===== src/rtl/tmr8_pkg.sv =====
package tmr8_pkg;
  localparam int DW = 8;
  localparam logic [2:0] A_CTRL = 3'd0;
  localparam logic [2:0] A_STS  = 3'd1;
  localparam logic [2:0] A_CNT  = 3'd2;
  localparam logic [2:0] A_CMPA = 3'd3;
  localparam logic [2:0] A_CMPB = 3'd4;
  localparam int NFLAG    = 3;  // 0 overflow, 1 compare A, 2 compare B
  localparam int FLAG_LSB = 5;  // status bit of flag 0

  typedef enum logic [1:0] {CLR_NONE, CLR_MA, CLR_MB, CLR_EXT} clr_sel_e;
  typedef enum logic [1:0] {OUT_KEEP, OUT_LOW, OUT_HIGH, OUT_TOGGLE} out_act_e;

  typedef struct packed {
    logic       ie_b;
    logic       ie_a;
    logic       ie_ovf;
    clr_sel_e   clr;
    logic [2:0] cks;
  } ctrl_t;
endpackage


===== src/rtl/tmr8_sync_edge.sv =====
module tmr8_sync_edge #(
  parameter int STAGES = 2
) (
  input  logic clk,
  input  logic rst_n,
  input  logic din,
  output logic lvl_o,
  output logic lvl_q_o
);
  logic [STAGES:0] sh;

  always_ff @(posedge clk or negedge rst_n) begin
    if (!rst_n) sh <= '0;
    else        sh <= {sh[STAGES-1:0], din};
  end

  assign lvl_o   = sh[STAGES-1];
  assign lvl_q_o = sh[STAGES];
endmodule


===== src/rtl/tmr8_tick_gen.sv =====
module tmr8_tick_gen #(
  parameter int TAP_A = 1,
  parameter int TAP_B = 3,
  parameter int TAP_C = 5
) (
  input  logic       clk,
  input  logic       rst_n,
  input  logic       stby,
  input  logic [2:0] cks,
  input  logic       ext_lvl,
  input  logic       ext_lvl_q,
  output logic       tick
);
  localparam int PRE_W = TAP_C;
  logic [PRE_W-1:0] pre;
  logic ext_rise, ext_fall;

  always_ff @(posedge clk or negedge rst_n) begin
    if (!rst_n)    pre <= '0;
    else if (stby) pre <= '0;
    else           pre <= pre + 1'b1;
  end

  assign ext_rise = ext_lvl & ~ext_lvl_q;
  assign ext_fall = ~ext_lvl & ext_lvl_q;

  always_comb begin
    unique case (cks)
      3'b001:          tick = &pre[TAP_A-1:0];
      3'b010:          tick = &pre[TAP_B-1:0];
      3'b011:          tick = &pre[TAP_C-1:0];
      3'b100:          tick = ext_rise;
      3'b101:          tick = ext_fall;
      3'b110, 3'b111:  tick = ext_rise | ext_fall;
      default:         tick = 1'b0;
    endcase
  end
endmodule


===== src/rtl/tmr8_out.sv =====
module tmr8_out
  import tmr8_pkg::*;
(
  input  logic       clk,
  input  logic       rst_n,
  input  logic       stby,
  input  logic       ev_a,
  input  logic       ev_b,
  input  logic [1:0] os_a,
  input  logic [1:0] os_b,
  output logic       tmo
);
  out_act_e act;

  always_comb begin
    if (ev_b)      act = out_act_e'(os_b);
    else if (ev_a) act = out_act_e'(os_a);
    else           act = OUT_KEEP;
  end

  always_ff @(posedge clk or negedge rst_n) begin
    if (!rst_n)    tmo <= 1'b0;
    else if (stby) tmo <= 1'b0;
    else begin
      unique case (act)
        OUT_LOW:    tmo <= 1'b0;
        OUT_HIGH:   tmo <= 1'b1;
        OUT_TOGGLE: tmo <= ~tmo;
        default:    tmo <= tmo;
      endcase
    end
  end

  // when both channels fire, channel B's low code wins over A
  p_b_priority_r6: assert property (@(posedge clk) disable iff (!rst_n)
    (ev_a && ev_b && os_b == 2'b01 && !stby) |=> !tmo);
  // no event, no change
  p_idle_hold_r6: assert property (@(posedge clk) disable iff (!rst_n)
    (!ev_a && !ev_b && !stby) |=> $stable(tmo));
endmodule


===== src/rtl/tmr8_dual.sv =====
module tmr8_dual
  import tmr8_pkg::*;
#(
  parameter int SYNC_STAGES = 2,
  parameter int TAP_A = 1,
  parameter int TAP_B = 3,
  parameter int TAP_C = 5
) (
  input  logic       clk,
  input  logic       rst_n,
  input  logic       stby_i,
  input  logic [2:0] bus_addr_i,
  input  logic       bus_wr_i,
  input  logic       bus_rd_i,
  input  logic [7:0] bus_wdata_i,
  output logic [7:0] bus_rdata_o,
  input  logic       ext_clk_i,
  input  logic       ext_rst_i,
  output logic       tmo_o,
  output logic       irq_cma_o,
  output logic       irq_cmb_o,
  output logic       irq_ovf_o
);
  ctrl_t          ctrl;
  logic [DW-1:0]  cnt, cmp_a, cmp_b;
  logic [1:0]     os_a, os_b;
  logic [NFLAG-1:0] flag, armed, ev_vec, en_vec;
  logic match_a, match_b, match_a_q, match_b_q, ev_a, ev_b, ovf_ev;
  logic tick, clr_hit;
  logic xc_lvl, xc_lvl_q, xr_lvl, xr_lvl_q;
  logic wr_ctrl, wr_sts, wr_cnt, wr_a, wr_b, rd_sts;

  assign wr_ctrl = bus_wr_i && bus_addr_i == A_CTRL;
  assign wr_sts  = bus_wr_i && bus_addr_i == A_STS;
  assign wr_cnt  = bus_wr_i && bus_addr_i == A_CNT;
  assign wr_a    = bus_wr_i && bus_addr_i == A_CMPA;
  assign wr_b    = bus_wr_i && bus_addr_i == A_CMPB;
  assign rd_sts  = bus_rd_i && bus_addr_i == A_STS;

  tmr8_sync_edge #(.STAGES(SYNC_STAGES)) u_xclk (
    .clk(clk), .rst_n(rst_n), .din(ext_clk_i), .lvl_o(xc_lvl), .lvl_q_o(xc_lvl_q));
  tmr8_sync_edge #(.STAGES(SYNC_STAGES)) u_xrst (
    .clk(clk), .rst_n(rst_n), .din(ext_rst_i), .lvl_o(xr_lvl), .lvl_q_o(xr_lvl_q));

  tmr8_tick_gen #(.TAP_A(TAP_A), .TAP_B(TAP_B), .TAP_C(TAP_C)) u_tick (
    .clk(clk), .rst_n(rst_n), .stby(stby_i), .cks(ctrl.cks),
    .ext_lvl(xc_lvl), .ext_lvl_q(xc_lvl_q), .tick(tick));

  // compare events fire on the first cycle of equality
  assign match_a = cnt == cmp_a;
  assign match_b = cnt == cmp_b;
  assign ev_a    = match_a & ~match_a_q;
  assign ev_b    = match_b & ~match_b_q;

  always_comb begin
    unique case (ctrl.clr)
      CLR_MA:  clr_hit = ev_a;
      CLR_MB:  clr_hit = ev_b;
      CLR_EXT: clr_hit = xr_lvl & ~xr_lvl_q;
      default: clr_hit = 1'b0;
    endcase
  end

  assign ovf_ev = tick && cnt == {DW{1'b1}} && !wr_cnt && !clr_hit;

  always_ff @(posedge clk or negedge rst_n) begin
    if (!rst_n) begin
      cnt <= '0; cmp_a <= '1; cmp_b <= '1; ctrl <= '0;
      os_a <= '0; os_b <= '0; match_a_q <= 1'b0; match_b_q <= 1'b0;
    end else if (stby_i) begin
      cnt <= '0; cmp_a <= '1; cmp_b <= '1; ctrl <= '0;
      os_a <= '0; os_b <= '0; match_a_q <= 1'b0; match_b_q <= 1'b0;
    end else begin
      match_a_q <= match_a;
      match_b_q <= match_b;
      if (wr_cnt)       cnt <= bus_wdata_i;
      else if (clr_hit) cnt <= '0;
      else if (tick)    cnt <= cnt + 1'b1;
      if (wr_a)    cmp_a <= bus_wdata_i;
      if (wr_b)    cmp_b <= bus_wdata_i;
      if (wr_ctrl) ctrl  <= ctrl_t'(bus_wdata_i);
      if (wr_sts) begin
        os_b <= bus_wdata_i[3:2];
        os_a <= bus_wdata_i[1:0];
      end
    end
  end

  assign ev_vec = {ev_b, ev_a, ovf_ev};
  assign en_vec = {ctrl.ie_b, ctrl.ie_a, ctrl.ie_ovf};

  for (genvar i = 0; i < NFLAG; i++) begin : g_flag
    logic clr_req;
    assign clr_req = wr_sts && !bus_wdata_i[FLAG_LSB+i] && armed[i];

    always_ff @(posedge clk or negedge rst_n) begin
      if (!rst_n) begin
        flag[i] <= 1'b0; armed[i] <= 1'b0;
      end else if (stby_i) begin
        flag[i] <= 1'b0; armed[i] <= 1'b0;
      end else begin
        flag[i]  <= ev_vec[i] | (flag[i] & ~clr_req);
        armed[i] <= flag[i] & ~clr_req & (armed[i] | rd_sts);
      end
    end

    // a set flag survives unless an armed clearing write arrives
    p_flag_hold_r9: assert property (@(posedge clk) disable iff (!rst_n)
      (flag[i] && !stby_i && !(wr_sts && armed[i])) |=> flag[i]);
  end

  assign irq_ovf_o = flag[0] & en_vec[0];
  assign irq_cma_o = flag[1] & en_vec[1];
  assign irq_cmb_o = flag[2] & en_vec[2];

  tmr8_out u_out (
    .clk(clk), .rst_n(rst_n), .stby(stby_i), .ev_a(ev_a), .ev_b(ev_b),
    .os_a(os_a), .os_b(os_b), .tmo(tmo_o));

  always_comb begin
    unique case (bus_addr_i)
      A_CTRL:  bus_rdata_o = ctrl;
      A_STS:   bus_rdata_o = {flag[2], flag[1], flag[0], 1'b0, os_b, os_a};
      A_CNT:   bus_rdata_o = cnt;
      A_CMPA:  bus_rdata_o = cmp_a;
      A_CMPB:  bus_rdata_o = cmp_b;
      default: bus_rdata_o = '0;
    endcase
  end

  // a counter write wins over tick and clear
  p_cnt_load_r11: assert property (@(posedge clk) disable iff (!rst_n)
    (wr_cnt && !stby_i) |=> cnt == $past(bus_wdata_i));
  // advancing from all-ones sets the overflow flag
  p_ovf_wrap_r3: assert property (@(posedge clk) disable iff (!rst_n)
    (tick && cnt == 8'hFF && !wr_cnt && !clr_hit && !stby_i) |=> (flag[0] && cnt == 8'h00));
  // stopped counter holds its value
  p_stop_hold_r7: assert property (@(posedge clk) disable iff (!rst_n)
    (ctrl.cks == 3'b000 && !wr_cnt && !clr_hit && !stby_i) |=> $stable(cnt));
  // a compare A event sets flag A next clock
  p_match_flag_r4: assert property (@(posedge clk) disable iff (!rst_n)
    (ev_a && !stby_i) |=> flag[1]);
endmodule


===== config.mk =====
export PLATFORM = sky130hd
export DESIGN_NAME = tmr8_dual
export DESIGN_NICKNAME = d
export VERILOG_FILES = /design/src/rtl/tmr8_pkg.sv /design/src/rtl/tmr8_sync_edge.sv /design/src/rtl/tmr8_tick_gen.sv /design/src/rtl/tmr8_out.sv /design/src/rtl/tmr8_dual.sv
export SDC_FILE = /design/constraint.sdc
export NUM_CORES = 1
export LEC_CHECK = 0
export ABC_AREA = 1
export CAP_MARGIN = 20
export CORE_MARGIN = 4
export CORE_UTILIZATION = 43
export CTS_CLUSTER_SIZE = 30
export DETAILED_ROUTE_END_ITERATION = 10
export MAX_ROUTING_LAYER = met4
export SLEW_MARGIN = 20
export SYNTH_ARGS = -nofsm -noshare
export SYNTH_HDL_FRONTEND = slang
export SYNTH_HIERARCHICAL = 1
export SYNTH_SLANG_ARGS = --single-unit
export TNS_END_PERCENT = 100

===== constraint.sdc =====
create_clock -name clk -period 2.7 [get_ports clk]
set_clock_uncertainty 0.2 [all_clocks]
set_input_delay 0.54 -clock clk [delete_from_list [all_inputs] [get_ports clk]]
set_output_delay 0.54 -clock clk [all_outputs]
set_load 0.01 [all_outputs]

Word-level counts from Yosys, hierarchy flattened
Index checks and enable logic that the tools add are counted.
Widths: inputs -> output; s select.
{"block": "word_totals", "reg_bits": 56, "output_inout_bits": 12, "word_cells": 134, "inputBits": 18}
{"block": "op_classes", "n_bitwise": 30, "eq_ne": 20, "n_mux": 30, "add_sub_neg": 2, "reduce_logical": 30}
{"cell": "$mux 8", "n": 10}
{"cell": "$pmux 8 s5", "n": 1}
{"cell": "$eq 8x8->1", "n": 2}
{"cell": "$eq 3x3->1 const B", "n": 5}
{"cell": "$logic_and 1x1->1", "n": 15}
{"cell": "$and 1x1->1", "n": 14}
{"cell": "$eq 3x2->1 const B", "n": 4}
{"cell": "$mux 2", "n": 6}
{"cell": "$mux 1", "n": 9}
{"cell": "$not 1->1", "n": 9}
{"cell": "$add 8x1->8 const B", "n": 1}
{"cell": "$eq 2x2->1 const B", "n": 4}
{"cell": "$eq 8x8->1 const B", "n": 1}
{"cell": "$reduce_bool 2->1", "n": 4}
{"cell": "$reduce_bool 4->1", "n": 2}
{"cell": "$or 1x1->1", "n": 7}
{"cell": "$eq 3x1->1 const B", "n": 2}
{"cell": "$pmux 1 s3", "n": 2}
{"cell": "$pmux 1 s6", "n": 1}
{"cell": "$add 5x1->5 const B", "n": 1}
{"cell": "$logic_not 1->1", "n": 5}
{"cell": "$mux 5", "n": 1}
{"cell": "$reduce_and 5->1", "n": 1}
{"cell": "$eq 2x1->1 const B", "n": 2}
{"cell": "3 further kinds", "n": 3}

Logic depth before layout (Yosys ltp)
Gate-level depths: netlist (run 1).
{"block": "logic_depth", "ltp_word": 9, "depth_mapped": 15, "ltp_nobuf": 14}

Hierarchy
Netlist (run 1), hierarchy kept.
{"mod": "tmr8_dual", "n_inst": 1, "cells_each": 377, "area_per_inst_um2": 2698.8, "seq_area_each_um2": 1121.1}
{"mod": "tmr8_tick_gen", "n_inst": 1, "cells_each": 46, "area_per_inst_um2": 332.8, "seq_area_each_um2": 125.1}
{"mod": "tmr8_sync_edge", "n_inst": 2, "cells_each": 3, "area_per_inst_um2": 75.1, "seq_area_each_um2": 75.1}
{"mod": "tmr8_out", "n_inst": 1, "cells_each": 12, "area_per_inst_um2": 75.1, "seq_area_each_um2": 25.0}

Worst setup path after synthesis (run 1)
OpenSTA, ideal clock, no wires.
{"block": "synth_path", "path_kind": "register to register", "from": "register u_tick.pre[0]", "to": "register flag[0]", "arrival_time_ns": 1.769, "setup_time_ns": 0.074, "t_required_ns": 2.426, "period_less_slack_ns": 2.044, "n_path_buf": 0, "path_slack_ns": 0.656, "stages_incl_launch_ff": 15, "cell_sequence": "dfrtp_1 > ha_1 > nand2_1 > nor2_1 > ha_1 > inv_1 > nand3_1 > nand3_1 > nand2_1 > inv_1 > nor2_1 > clkinv_1 > nor3_1 > nand3_2 > a21oi_2"}
{"block": "synth_between", "elab_chain_len": 7, "word_cells_on_any_way": 8, "classes_between": "2 x mux; 1 x bitwise; 5 x reduce/logical"}
{"element": "start: declaration", "line_no": "tmr8_tick_gen.sv:15", "source": "logic [PRE_W-1:0] pre;"}
{"element": "start signal: assignment", "line_no": "tmr8_tick_gen.sv:21", "source": "else pre <= pre + 1'b1;"}
{"element": "$reduce_and 5->1 or $reduce_and 3->1 (tied branches)", "line_no": "tmr8_tick_gen.sv:31, tmr8_tick_gen.sv:30"}
{"element": "$pmux 1 s6 (*)", "line_no": "tmr8_tick_gen.sv:28", "source": "unique case (cks)"}
{"element": "named net tick", "line_no": "tmr8_dual.sv:29", "source": "logic tick, clr_hit;"}
{"element": "$logic_and 1x1->1 (*) (3 in a row)", "line_no": "tmr8_dual.sv:64", "source": "assign ovf_ev = tick && cnt == {DW{1'b1}} && !wr_cnt && !clr_hit;"}
{"element": "$or 1x1->1 (*)", "line_no": "tmr8_dual.sv:102", "source": "flag[i] <= ev_vec[i] | (flag[i] & ~clr_req);"}
{"element": "$mux 1 (*)", "line_no": "tmr8_dual.sv:99", "source": "end else if (stby_i) begin"}
{"element": "end signal: indexed assignment", "line_no": "tmr8_dual.sv:102"}
{"element": "end: declaration", "line_no": "tmr8_dual.sv:27", "source": "logic [NFLAG-1:0] flag, armed, ev_vec, en_vec;"}
Mark *: on every way through the listed nets, which the timed path passes. The rest lies on a longest branch.
A chain may end at the register's enable or synchronous reset.

Final worst setup path (run 1)
{"block": "layout_path", "from": "input bus_addr_i[2]", "to": "output bus_rdata_o[0]"}
{"block": "layout_between", "elab_chain_len": 2, "word_cells_on_any_way": 6, "classes_between": "4 x eq/ne; 1 x mux; 1 x reduce/logical"}
{"element": "start: declaration", "line_no": "tmr8_dual.sv:12", "source": "input logic [2:0] bus_addr_i,"}
{"element": "$eq 3x3->1 (tied with other cells)", "line_no": "tmr8_dual.sv:121", "source": "unique case (bus_addr_i)"}
{"element": "$pmux 8 s5 (*)", "line_no": "tmr8_dual.sv:121"}
{"element": "end: declaration", "line_no": "tmr8_dual.sv:16", "source": "output logic [7:0] bus_rdata_o,"}
Every way passes the cells marked *; elsewhere a longest branch is shown, timed or not.

==> summary.md, run 1 <==
| Metric | Value |
|---|---|
| Cell Pwr Density | between 400 and 500 mW/mm^2 |
| Number of DRC violations after detailed-routing iteration 0 | 159 |
| Share of the yosys chip area belonging to registers | a little over two fifths |
| Total congestion overflow after global routing | 0 |
| Final setup viols | 0 |
| Global-route usage over all layers | between 20% and 30% |
| Synth top area share | 30.7% |
| Final Max Tran Viols | 0 |
| TritonCTS buffer count | 5 |
| Layout filler cell count | approximately 750 |
| First-pass GRT wire length | ~14 mm |
| Most common library cell in the layout ignoring fill and taps | sky130_fd_sc_hd__nand2_1 |
| Layout net count | roughly 520 |
| Number of distinct library cells after synthesis | 32 |
| Leading register cell type out of synthesis | sky130_fd_sc_hd__dfrtp_1 |
| Category of the most critical setup path | input pin to output port |
| Worst hold path cell count | 0 |
| Leakage Power | approximately 0.0020 uW |
| Syn_nets | 465 |
| Max FO, Critical Path | 5 |
| Period minus WS final | 2.59 ns |
| Die width | roughly 95 um |
| Via count of the first global-routing pass | between 2,000 and 3,000 |
| Avg Cell Area, Syn | about 7.4 sq um |
| Hold slack final | ~0.16 ns |
| Die Y | about 95 um |
| Critical Path RT | 1.96 ns |
| Diodes inserted | 0 |
| Crit path capture type | output port |
| Number of top-level pins | 30 |
| Arrival time of the worst setup path | between 1.5 and 2 ns |
| Post-route DRC violation count | 0 |
| Number of antenna violations at the first check in global routing | 0 |
| Die Outline Area | around 0.0090 sq mm |
| Clock tree from TritonCTS | done |
| Via count of the routed design | roughly 2,900 |
| Kind of cell adding the most delay to the critical path | buffers and inverters |
| Post-route insts no fill | roughly 590 |
| Clock latency on the worst-skew pair | 0.31 ns |
| Routed vias/inst | slightly below 5 |
| Pin slew with the least headroom to its limit | roughly 0.51 ns |
| Post-detailed-route count of antenna-violating nets | 0 |
| EDFF count, synth | 0 |
| Clock transition at the registers of the reported paths | 0.11 ns |
| Final hold vios | 0 |
| Worst path slowest cell | sky130_fd_sc_hd__dlygate4sd2_1 |
| Cell count after synthesis | ~440 |
| Buf+Inv Stages, Crit Path | 4 |
| Clock sink count | 56 |
| Commonest cells after routing, fill and taps aside | sky130_fd_sc_hd__nand2_1, sky130_fd_sc_hd__inv_1, sky130_fd_sc_hd__dfrtp_1 |
| Setup slack at placement | -0.497 ns |
| Placed cell count | 580 |
| Total number of placement rows | 31 |
| Final weighted congestion in routability-driven placement | approximately 0.95 |
| Maximum cell stage delay along the critical path | approximately 0.3 ns |
| Fin crit share | a little over nine tenths |
| Pin count of the biggest net entering global routing | 37 |
| Half-perimeter wire length of the detailed placement result | 6.28 mm |
| Worst Setup Start Kind | input pin |
| Wire length after detailed routing | approximately 8.3 mm |
| CP most frequent cell | sky130_fd_sc_hd__buf_4 |
| # Max-Cap Violations | 0 |
| Synthesized cell area | about 0.0033 sq mm |
| IR drop worst, VDD | roughly 0.19 mV |
| Share of layout cells above drive strength 1 | about 18% |
| Run status | finished clean |
| Cell Area, Placed | ~0.0038 sq mm |
| Longest Clk Path Bufs | 2 |
| R2r setup slk | between 0.4 and 0.5 ns |
| Number of warning messages in the yosys log | 6 |
| Cell area after layout | just under 0.004 sq mm |
| Final critical-path setup slack | approximately 0.11 ns |
| Count of state elements after synthesis | 56 |
| Cell chain of the critical path | clkdlybuf4s15_1 -> buf_4 -> nor3_4 -> buf_4 -> a221oi_1 -> o21ai_0 -> dlygate4sd2_1 |
| Detailed-routing iteration count for the pre-antenna-repair pass | 5 |
| Highest achievable clock rate | 386 MHz |
| Accumulated negative setup slack | 0 ns |
| Placeable core region | between 0.007 and 0.008 sq mm |
| Root buffer selected by CTS | sky130_fd_sc_hd__clkbuf_8 |
| Unrepaired setup endpoints after global routing | no |
| Number of levels the H-tree was split into | 2 |
| Initial Utilization | between 40% and 50% |
| Type of the worst min-delay path | register to register |
| Count of cell instances traversed by the critical path | 7 |
| Headroom to the max-slew limit | 66.3% |
| Post-synthesis cell type with the largest combined area | sky130_fd_sc_hd__dfrtp_1 |
| Reg2reg path depth | 15 |
| Async S/R FF share, synth | 100% |
| Detailed-route wire length per cell | ~14 um |
| Quantity of I/O buffers inserted on ports | 29 |
| Area growth from synthesis to layout | 20.8% |
| Dominant cells by area after synthesis | sky130_fd_sc_hd__dfrtp_1, sky130_fd_sc_hd__nand2_1, sky130_fd_sc_hd__dfstp_2 |
per-stage QoR:
stage | power, uW | utilization [%]
6_report | 1670 | 54.0
4_1_cts | 1690 | 53.8
5_1_grt | 1770 | 54.0
2_1_floorplan | 1080 | -
3_5_place_dp | 1210 | 51.9
3_3_place_gp | 1210 | 51.9
layer usage:
layer  GRT usage [%]  routed length [um]  vias up
li1                -                   -     1480
met1            27.8                3860     1308
met2            33.2                4050       57
met3            2.68                 288        9
met4            6.01                  92        0
met5               -                   0        -
final timing paths:
| kind | start | endpoint |
|---|---|---|
| worst max-delay path | bus_addr_i[2] | bus_rdata_o[0] |
| worst min-delay path | u_xclk/sh[0] | u_xclk/sh[1] |
| worst max register to register | u_tick/pre[0] | flag[0] |
| worst min register to register | u_xclk/sh[0] | u_xclk/sh[1] |
| max in group asynchronous | rst_n | cmp_a[5] |
| min in group asynchronous | rst_n | cnt[4] |
repair_timing:
| action | in CTS | in global routing |
|---|---|---|
| endpoints found under the setup margin | 8 | 5 |
| endpoints found under the hold margin | 7 | 0 |
| hold buffers | 1 | 0 |
| gates resized for setup | 25 | 5 |
| gates cloned | 0 | 0 |
| setup buffers | 4 | 0 |
cell usage after synthesis (2+ instances only):
library cell               count
sky130_fd_sc_hd__inv_2         9
sky130_fd_sc_hd__nand4_1      10
sky130_fd_sc_hd__nand3_2       3
sky130_fd_sc_hd__o21ai_0      28
sky130_fd_sc_hd__inv_1        69
sky130_fd_sc_hd__o21ai_1       3
sky130_fd_sc_hd__ha_1          6
sky130_fd_sc_hd__xor2_1        7
sky130_fd_sc_hd__o21ai_2       2
sky130_fd_sc_hd__dfstp_2      16
sky130_fd_sc_hd__dfrtp_1      40
sky130_fd_sc_hd__nor2_4        2
sky130_fd_sc_hd__nor2_1       37
sky130_fd_sc_hd__clkbuf_1      2
sky130_fd_sc_hd__buf_6         2
sky130_fd_sc_hd__nand2_1     149
sky130_fd_sc_hd__mux2_2        4
sky130_fd_sc_hd__a21oi_1       6
sky130_fd_sc_hd__nand3_1      12
sky130_fd_sc_hd__o22ai_1       8
sky130_fd_sc_hd__a21oi_2       2
sky130_fd_sc_hd__nand2_2       4
sky130_fd_sc_hd__nor2_2        4
sky130_fd_sc_hd__buf_2         2
sky130_fd_sc_hd__a221oi_1      7
power breakdown:
group	internal (uW)	switching [uW]
clock network	185	287
logic	111	163
registers	898	30.2
total	1190	480
logic make-up after synthesis:
family	count (synthesis)	share of synthesized area [%]
flops	56	43.6
buf+inv	86	10.4
compound gates	57	10.7
xor+xnor	7	1.88
fa+ha+maj	6	2.30
mux	4	1.38
simple gates	225	29.7
layout make-up:
class                   instances  area [sq um]  area share (%)
inverters                      79           297            7.54
clock buffers                   5          68.8            1.75
flip-flops and latches         56          1420            36.1
multi-input cells             299          1510            38.5
clock inverters                 3          21.3           0.541
well taps                      99           124            3.15
repair buffers                 52           489            12.4
state kept, by name, summed over array words and instances (netlist names), 3 cells and up:
signal,cells
cmp_a,8
cmp_b,8
cnt,8
ctrl,8
u_tick/pre,5
armed,3
flag,3
u_xclk/sh,3
u_xrst/sh,3
(Power assumes the default switching activity.)
==> run 2: changes to the inputs <==
Settings changed: CAP_MARGIN 20 to 5.
==> results of run 2 <==
Final layout, timing and power as in run 1 (identical DEF).
